<file path="config.mk">
export PLATFORM = sky130hd
export DESIGN_NAME = bc_frame_timer
export DESIGN_NICKNAME = d
export VERILOG_FILES = /design/src/rtl/bcft_pkg.sv /design/src/rtl/bcft_tick_div.sv /design/src/rtl/bcft_frame_ctr.sv /design/src/rtl/bcft_gap_ctr.sv /design/src/rtl/bc_frame_timer.sv
export SDC_FILE = /design/constraint.sdc
export NUM_CORES = 1
export LEC_CHECK = 0
export ABC_AREA = 1
export BUFFER_PORTS_ARGS = -buffer_cell sky130_fd_sc_hd__buf_2
export CAP_MARGIN = 5
export CORE_ASPECT_RATIO = 0.75
export CORE_UTILIZATION = 64
export DETAILED_ROUTE_END_ITERATION = 7
export PLACE_DENSITY = 0.85
export SLEW_MARGIN = 0
export SYNTH_ARGS = -nofsm -noshare
export SYNTH_HDL_FRONTEND = slang
export SYNTH_SLANG_ARGS = --single-unit
</file>
<file path="constraint.sdc">
create_clock -name clk -period 3.4 [get_ports clk]
set_clock_uncertainty 0.1 [all_clocks]
set_input_delay 0.85 -clock clk [delete_from_list [all_inputs] [get_ports clk]]
set_output_delay 0.85 -clock clk [all_outputs]
set_load 0.1 [all_outputs]
</file>
<file path="src/rtl/bcft_pkg.sv">
// Shared definitions for the frame and gap timer.
// Assumes a two-bit host register address.
package bcft_pkg;
    typedef enum logic [1:0] {
        REG_FRAME_TIME = 2'd0,
        REG_GAP_TIME   = 2'd1,
        REG_FRAME_LEFT = 2'd2,
        REG_GAP_LEFT   = 2'd3
    } bcft_reg_e;
endpackage

</file>
<file path="src/rtl/bcft_tick_div.sv">
// Divide-by-DIV enable generator. tick is high in the cycle in which the
// DIV-th qualifying enable arrives since the last clear. clr realigns the
// phase so that the first tick comes DIV enables after the clearing edge.
// Assumes DIV >= 1.
module bcft_tick_div #(
    parameter int unsigned DIV = 50
) (
    input  logic clk,
    input  logic rst_n,
    input  logic clr,
    input  logic en,
    output logic tick
);
    localparam int unsigned CW = (DIV > 1) ? $clog2(DIV) : 1;
    localparam logic [CW-1:0] LAST = CW'(DIV - 1);

    logic [CW-1:0] cnt;

    // phase counter: cleared on realign, wraps at DIV-1
    always_ff @(posedge clk) begin
        if (!rst_n || clr) begin
            cnt <= '0;
        end else if (en) begin
            cnt <= (cnt == LAST) ? '0 : cnt + 1'b1;
        end
    end

    assign tick = en && (cnt == LAST);

    // a divider above one never ticks on two cycles in a row
    p_tick_spaced_r1: assert property (@(posedge clk) disable iff (!rst_n)
        (DIV > 1 && tick && !clr) |=> !tick);
endmodule

</file>
<file path="src/rtl/bcft_frame_ctr.sv">
// Frame countdown and repeat sequencer. Loads on start, steps on each
// frame-resolution tick, and on expiry either reloads (auto_repeat) or
// stops. stop freezes the count and ends sequencing; it wins over start.
// Assumes slot_tick is aligned to the load edge by the caller.
module bcft_frame_ctr #(
    parameter int unsigned W = 16
) (
    input  logic         clk,
    input  logic         rst_n,
    input  logic         start,
    input  logic         stop,
    input  logic         auto_repeat,
    input  logic         slot_tick,
    input  logic [W-1:0] frame_time,
    output logic [W-1:0] remain,
    output logic         frame_start,
    output logic         frame_end,
    output logic         active
);
    // frame state: load, count down, expire, repeat or halt
    always_ff @(posedge clk) begin
        if (!rst_n) begin
            remain      <= '0;
            frame_start <= 1'b0;
            frame_end   <= 1'b0;
            active      <= 1'b0;
        end else begin
            frame_start <= 1'b0;
            frame_end   <= 1'b0;
            if (stop) begin
                active <= 1'b0;
            end else if (start) begin
                active      <= 1'b1;
                remain      <= frame_time;
                frame_start <= 1'b1;
            end else if (active && slot_tick) begin
                if (remain <= W'(1)) begin
                    frame_end <= 1'b1;
                    if (auto_repeat) begin
                        remain      <= frame_time;
                        frame_start <= 1'b1;
                    end else begin
                        remain <= '0;
                        active <= 1'b0;
                    end
                end else begin
                    remain <= remain - 1'b1;
                end
            end
        end
    end

    // an opening frame carries the frame time present at the load edge
    p_start_loads_r3: assert property (@(posedge clk) disable iff (!rst_n)
        ($past(start) && !$past(stop)) |-> (remain == $past(frame_time)));

    // stop is never followed by a frame pulse
    p_stop_quiet_r10: assert property (@(posedge clk) disable iff (!rst_n)
        stop |=> (!frame_start && !frame_end && !active));

    // expiry only comes from the last step of the count
    p_end_at_last_r5: assert property (@(posedge clk) disable iff (!rst_n)
        frame_end |-> ($past(remain) <= W'(1)));

    // an idle frame count does not move without a start
    p_idle_frozen_r7: assert property (@(posedge clk) disable iff (!rst_n)
        (!active && !start) |=> $stable(remain));
endmodule

</file>
<file path="src/rtl/bcft_gap_ctr.sv">
// Intermessage gap countdown. msg_load reloads it from the gap value,
// each microsecond tick steps it toward zero, and it holds at zero.
// stop freezes it until the next load; stop wins over a load.
module bcft_gap_ctr #(
    parameter int unsigned W = 16
) (
    input  logic         clk,
    input  logic         rst_n,
    input  logic         msg_load,
    input  logic         stop,
    input  logic         us_tick,
    input  logic [W-1:0] gap_time,
    output logic [W-1:0] remain,
    output logic         next_ok
);
    logic running;

    // gap state: reload, step down, freeze on stop
    always_ff @(posedge clk) begin
        if (!rst_n) begin
            remain  <= '0;
            running <= 1'b0;
        end else if (stop) begin
            running <= 1'b0;
        end else if (msg_load) begin
            remain  <= gap_time;
            running <= 1'b1;
        end else if (running && us_tick && remain != '0) begin
            remain <= remain - 1'b1;
        end
    end

    assign next_ok = (remain == '0);

    // once at zero the gap stays at zero until reloaded
    p_no_wrap_r9: assert property (@(posedge clk) disable iff (!rst_n)
        (remain == '0 && !msg_load) |=> (remain == '0));

    // a non-zero gap load withdraws permission on the next cycle
    p_load_blocks_r8: assert property (@(posedge clk) disable iff (!rst_n)
        (msg_load && !stop && gap_time != '0) |=> !next_ok);
endmodule

</file>
<file path="src/rtl/bc_frame_timer.sv">
// Top of the frame and gap timer: host register port, the two prescaler
// chains (microsecond and frame resolution for frames, microsecond for
// gaps) and the two countdowns. Each prescaler is realigned when its
// countdown loads. Assumes CLK_PER_US clocks make one microsecond.
module bc_frame_timer
    import bcft_pkg::*;
#(
    parameter int unsigned CLK_PER_US   = 50,
    parameter int unsigned US_PER_FRAME = 100,
    parameter int unsigned WORD_W       = 16
) (
    input  logic              clk,
    input  logic              rst_n,
    input  logic              host_wr,
    input  logic [1:0]        host_addr,
    input  logic [WORD_W-1:0] host_wdata,
    output logic [WORD_W-1:0] host_rdata,
    input  logic              start,
    input  logic              stop,
    input  logic              auto_repeat,
    input  logic              msg_done,
    output logic              frame_start,
    output logic              frame_end,
    output logic              frame_active,
    output logic              next_msg_ok
);
    logic [WORD_W-1:0] frame_time_q;
    logic [WORD_W-1:0] gap_time_q;
    logic [WORD_W-1:0] frame_left;
    logic [WORD_W-1:0] gap_left;
    logic              frame_us_tick;
    logic              frame_slot_tick;
    logic              gap_us_tick;
    logic              frame_realign;
    logic              gap_realign;

    assign frame_realign = start && !stop;
    assign gap_realign   = msg_done && !stop;

    // host-writable settings; the remaining-time words have no storage here
    always_ff @(posedge clk) begin
        if (!rst_n) begin
            frame_time_q <= '0;
            gap_time_q   <= '0;
        end else if (host_wr) begin
            case (bcft_reg_e'(host_addr))
                REG_FRAME_TIME: frame_time_q <= host_wdata;
                REG_GAP_TIME:   gap_time_q   <= host_wdata;
                default: ;
            endcase
        end
    end

    // host read multiplexer
    always_comb begin
        case (bcft_reg_e'(host_addr))
            REG_FRAME_TIME: host_rdata = frame_time_q;
            REG_GAP_TIME:   host_rdata = gap_time_q;
            REG_FRAME_LEFT: host_rdata = frame_left;
            default:        host_rdata = gap_left;
        endcase
    end

    bcft_tick_div #(.DIV(CLK_PER_US)) u_frame_us (
        .clk  (clk),
        .rst_n(rst_n),
        .clr  (frame_realign),
        .en   (1'b1),
        .tick (frame_us_tick)
    );

    bcft_tick_div #(.DIV(US_PER_FRAME)) u_frame_slot (
        .clk  (clk),
        .rst_n(rst_n),
        .clr  (frame_realign),
        .en   (frame_us_tick),
        .tick (frame_slot_tick)
    );

    bcft_tick_div #(.DIV(CLK_PER_US)) u_gap_us (
        .clk  (clk),
        .rst_n(rst_n),
        .clr  (gap_realign),
        .en   (1'b1),
        .tick (gap_us_tick)
    );

    bcft_frame_ctr #(.W(WORD_W)) u_frame (
        .clk        (clk),
        .rst_n      (rst_n),
        .start      (start),
        .stop       (stop),
        .auto_repeat(auto_repeat),
        .slot_tick  (frame_slot_tick),
        .frame_time (frame_time_q),
        .remain     (frame_left),
        .frame_start(frame_start),
        .frame_end  (frame_end),
        .active     (frame_active)
    );

    bcft_gap_ctr #(.W(WORD_W)) u_gap (
        .clk     (clk),
        .rst_n   (rst_n),
        .msg_load(msg_done),
        .stop    (stop),
        .us_tick (gap_us_tick),
        .gap_time(gap_time_q),
        .remain  (gap_left),
        .next_ok (next_msg_ok)
    );

    // with auto-repeat held, an expiry is paired with a reopening
    p_repeat_pairs_r6: assert property (@(posedge clk) disable iff (!rst_n)
        ($rose(frame_end) && $past(auto_repeat)) |-> frame_start);

    // host writes to read-only words leave the settings untouched
    p_ro_write_r11: assert property (@(posedge clk) disable iff (!rst_n)
        (host_wr && host_addr[1]) |=> ($stable(frame_time_q) && $stable(gap_time_q)));
endmodule

</file>
==> results.cfg <==
[yosys]
synthCells = 758
ys_ff_latch = 87
ys.flop_type = dfxtp_1
synth_edf_count = 0
synth_area_sq_um = 4860
syn_avg_cell_area_sq_um = 6.41
synth.most_common_cell = nand2_1
synth_top_cell_by_area = dfxtp_1
syn-num-nets = 792
yosys-top-cells-count = nand2_1, nor2_1, dfxtp_1
ys_types = 40
ys_top_cells_by_area = dfxtp_1, nand2_1, nor2_1, o21ai_0, inv_1
synth_seq_area_share = 0.358
async_reset_ff_frac = 0
synth_top_area_frac = 0.358
yosys_warnings = 0

[placed_design]
gp_congestion = 0.998
dp_cells = 882
post-place-ws_ps = 103
dpl.hpwl_microns = 10100
placed_area_sq_um = 5350
port-buffer-count = 44

[die]
start_util = 0.663
dieHeight_microns = 77.5
rows = 27
pin_count = 45
coreArea_sq_um = 7330
fp.dieW_microns = 103
die_area_sq_um = 7950

[routing]
first_pass_iters = 6
viasPerCell = 5.83
ant_nets = 0
wire_per_inst_microns = 15.1
drc = 0
routed-via-count = 5233
drt_iter0_drc = 516
routed_wirelength_microns = 13600

[job]
cap_violations = 0

[clock_network]
clk_latency_ps = 370
cts_max_level = 3
clkTransAtPathRegs_ps = 80
cts_root_buf = clkbuf_8
cts.sinks = 87
cts_buffers = 9
cts_hold_buf = 0
cts_tree = yes
clockBufferDepth = 2

[sta]
finalSetupViolations = 0
grt_setup_unrepaired = false
setup_ws_ps = 181
layout_min_cycle_time_ps = 3220
timing.slew.headroom = 0.306
period_share = 0.947
timing.fmax_ghz = 0.311
hold_viol = 0
tightestPinTransition_ps = 1040
fin_tns_setup_ps = 0
drv_slew = 0

[global_routing]
antenna_found_initial = 0
grt_pass1_wl_microns = 22200
grtUsageTotal = 0.362
grt_max_degree = 41
grt_pass1_vias = 4803
overflow = 0

[status]
status = complete, no violations

[final_layout]
layout.cells.non_filler = 898
final_area_sq_um = 5570
fillers = 593
syn2layout_area_growth_pct = 14.5
fin_nets = 826
n_antenna_cell = 0
drive_gt1_frac = 0.118

[critical_path]
arrival_ps = 2270
critPathLaunchType = input pin
cp_max_fo = 16
critPathRequiredTime_ps = 2450
r2r_cells = 9
cp-end-kind = output port
critPathKind = in -> out

[pwr]
ir_drop_uv = 283
p_leak_nw = 2.42
p_per_area_nw_per_um2 = 464

[hold_path]
hold_path_depth = 2
worstHoldPathType = reg -> reg
placed cells by master, fill, tap and decap left out, drive strengths merged:
cell type,netlist,final
xnor2,3,3
nor4,1,1
o21ai,84,84
bufinv,0,1
or2,1,1
dfxtp,87,87
nor3b,3,3
nor2,143,143
o22ai,13,13
nor3,5,5
a221oi,3,3
or3,1,1
clkinv,2,3
and3,1,1
nand2,157,157
nand4,4,4
inv,91,91
a22oi,1,1
clkbuf,15,12
clkinvlp,0,2
ha,9,9
xor2,7,7
nand3,57,57
buf,9,47
o21bai,1,1
a21oi,59,59
o21a,1,1
worst max-delay path, cell delays in order:
cell,delay [ps]
buf_2,160
inv_1,100
nand2_1,450
nor2_1,80
a221oi_1,250
o21ai_1,180
buf_12,200
per-stage QoR:
stage	total power, mW	util	hold slack, ps
4_1_cts	2.56	0.759	378
3_5_place_dp	1.80	0.730	365
3_3_place_gp	1.78	0.730	339
2_1_floorplan	1.61	-	328
6_report	2.58	0.759	382
5_1_grt	2.69	0.759	402
cells by family (layout without fill, tap and decap cells):
kind of cell             count (synthesis)  after routing  share of synthesized area
AND/OR/NAND/NOR                        373            373                      0.330
AO/OA/AOI/OAI                          162            162                      0.175
buffers and inverters                  117            156                     0.0958
flip-flops                              87             87                      0.358
XOR/XNOR                                10             10                     0.0180
adder cells (fa/ha/maj)                  9              9                     0.0232
worst paths after layout:
| kind | startpoint | end | slack [ps] |
|---|---|---|---|
| setup reg to reg | u_frame_us.cnt[0]$_SDFF_PP0_ | u_frame.remain[9]$_SDFFE_PN0P_ | 1330 |
| setup / recovery | host_addr[1] | host_rdata[2] | 180 |
| hold reg to reg | gap_time_q[6]$_SDFFE_PN0P_ | gap_time_q[6]$_SDFFE_PN0P_ | 380 |
| hold / removal | gap_time_q[6]$_SDFFE_PN0P_ | gap_time_q[6]$_SDFFE_PN0P_ | 380 |
power by group:
| group | internal (mW) | total (mW) | leakage (nW) | switching, mW |
|---|---|---|---|---|
| Sequential | 1.07 | 1.12 | 0.712 | 0.0521 |
| Combinational | 0.211 | 0.682 | 1.61 | 0.471 |
| Clock | 0.382 | 0.776 | 0.0988 | 0.395 |
| Total | 1.66 | 2.58 | 2.42 | 0.918 |
final cells by class:
type	instances	area [sq um]	area share
inverter	93	350	0.0629
clock buffer	12	155	0.0279
tap	101	126	0.0227
clock inverter	4	53.8	0.00967
sequential	87	1740	0.313
timing repair buffer	47	483	0.0868
multi-input combinational	554	2660	0.477
flip-flops by register name, summed over array words and instances, names as in the netlist:
| name | cells |
|---|---|
| u_frame_slot.cnt | 7 |
| u_frame.active | 1 |
| u_frame.remain | 16 |
| frame_time_q | 16 |
| gap_time_q | 16 |
| u_gap.running | 1 |
| u_gap_us.cnt | 6 |
| u_frame.frame_end | 1 |
| u_frame_us.cnt | 6 |
| u_gap.remain | 16 |
| u_frame.frame_start | 1 |
layer usage:
layer / wire [microns] / share of wire / GRT usage
met5: 0 / 0 / 0
met4: 405 / 0.030 / 0.150
met3: 1330 / 0.098 / 0.0712
met2: 6230 / 0.46 / 0.583
met1: 5640 / 0.41 / 0.471
what timing repair did:
| action | 4_1_cts | 5_1_grt |
|---|---|---|
| gates resized for setup | 0 | 2 |
| buffers inserted | 0 | 0 |
| endpoints found under the setup margin | 0 | 13 |
Power figures use the tool's default switching activity.
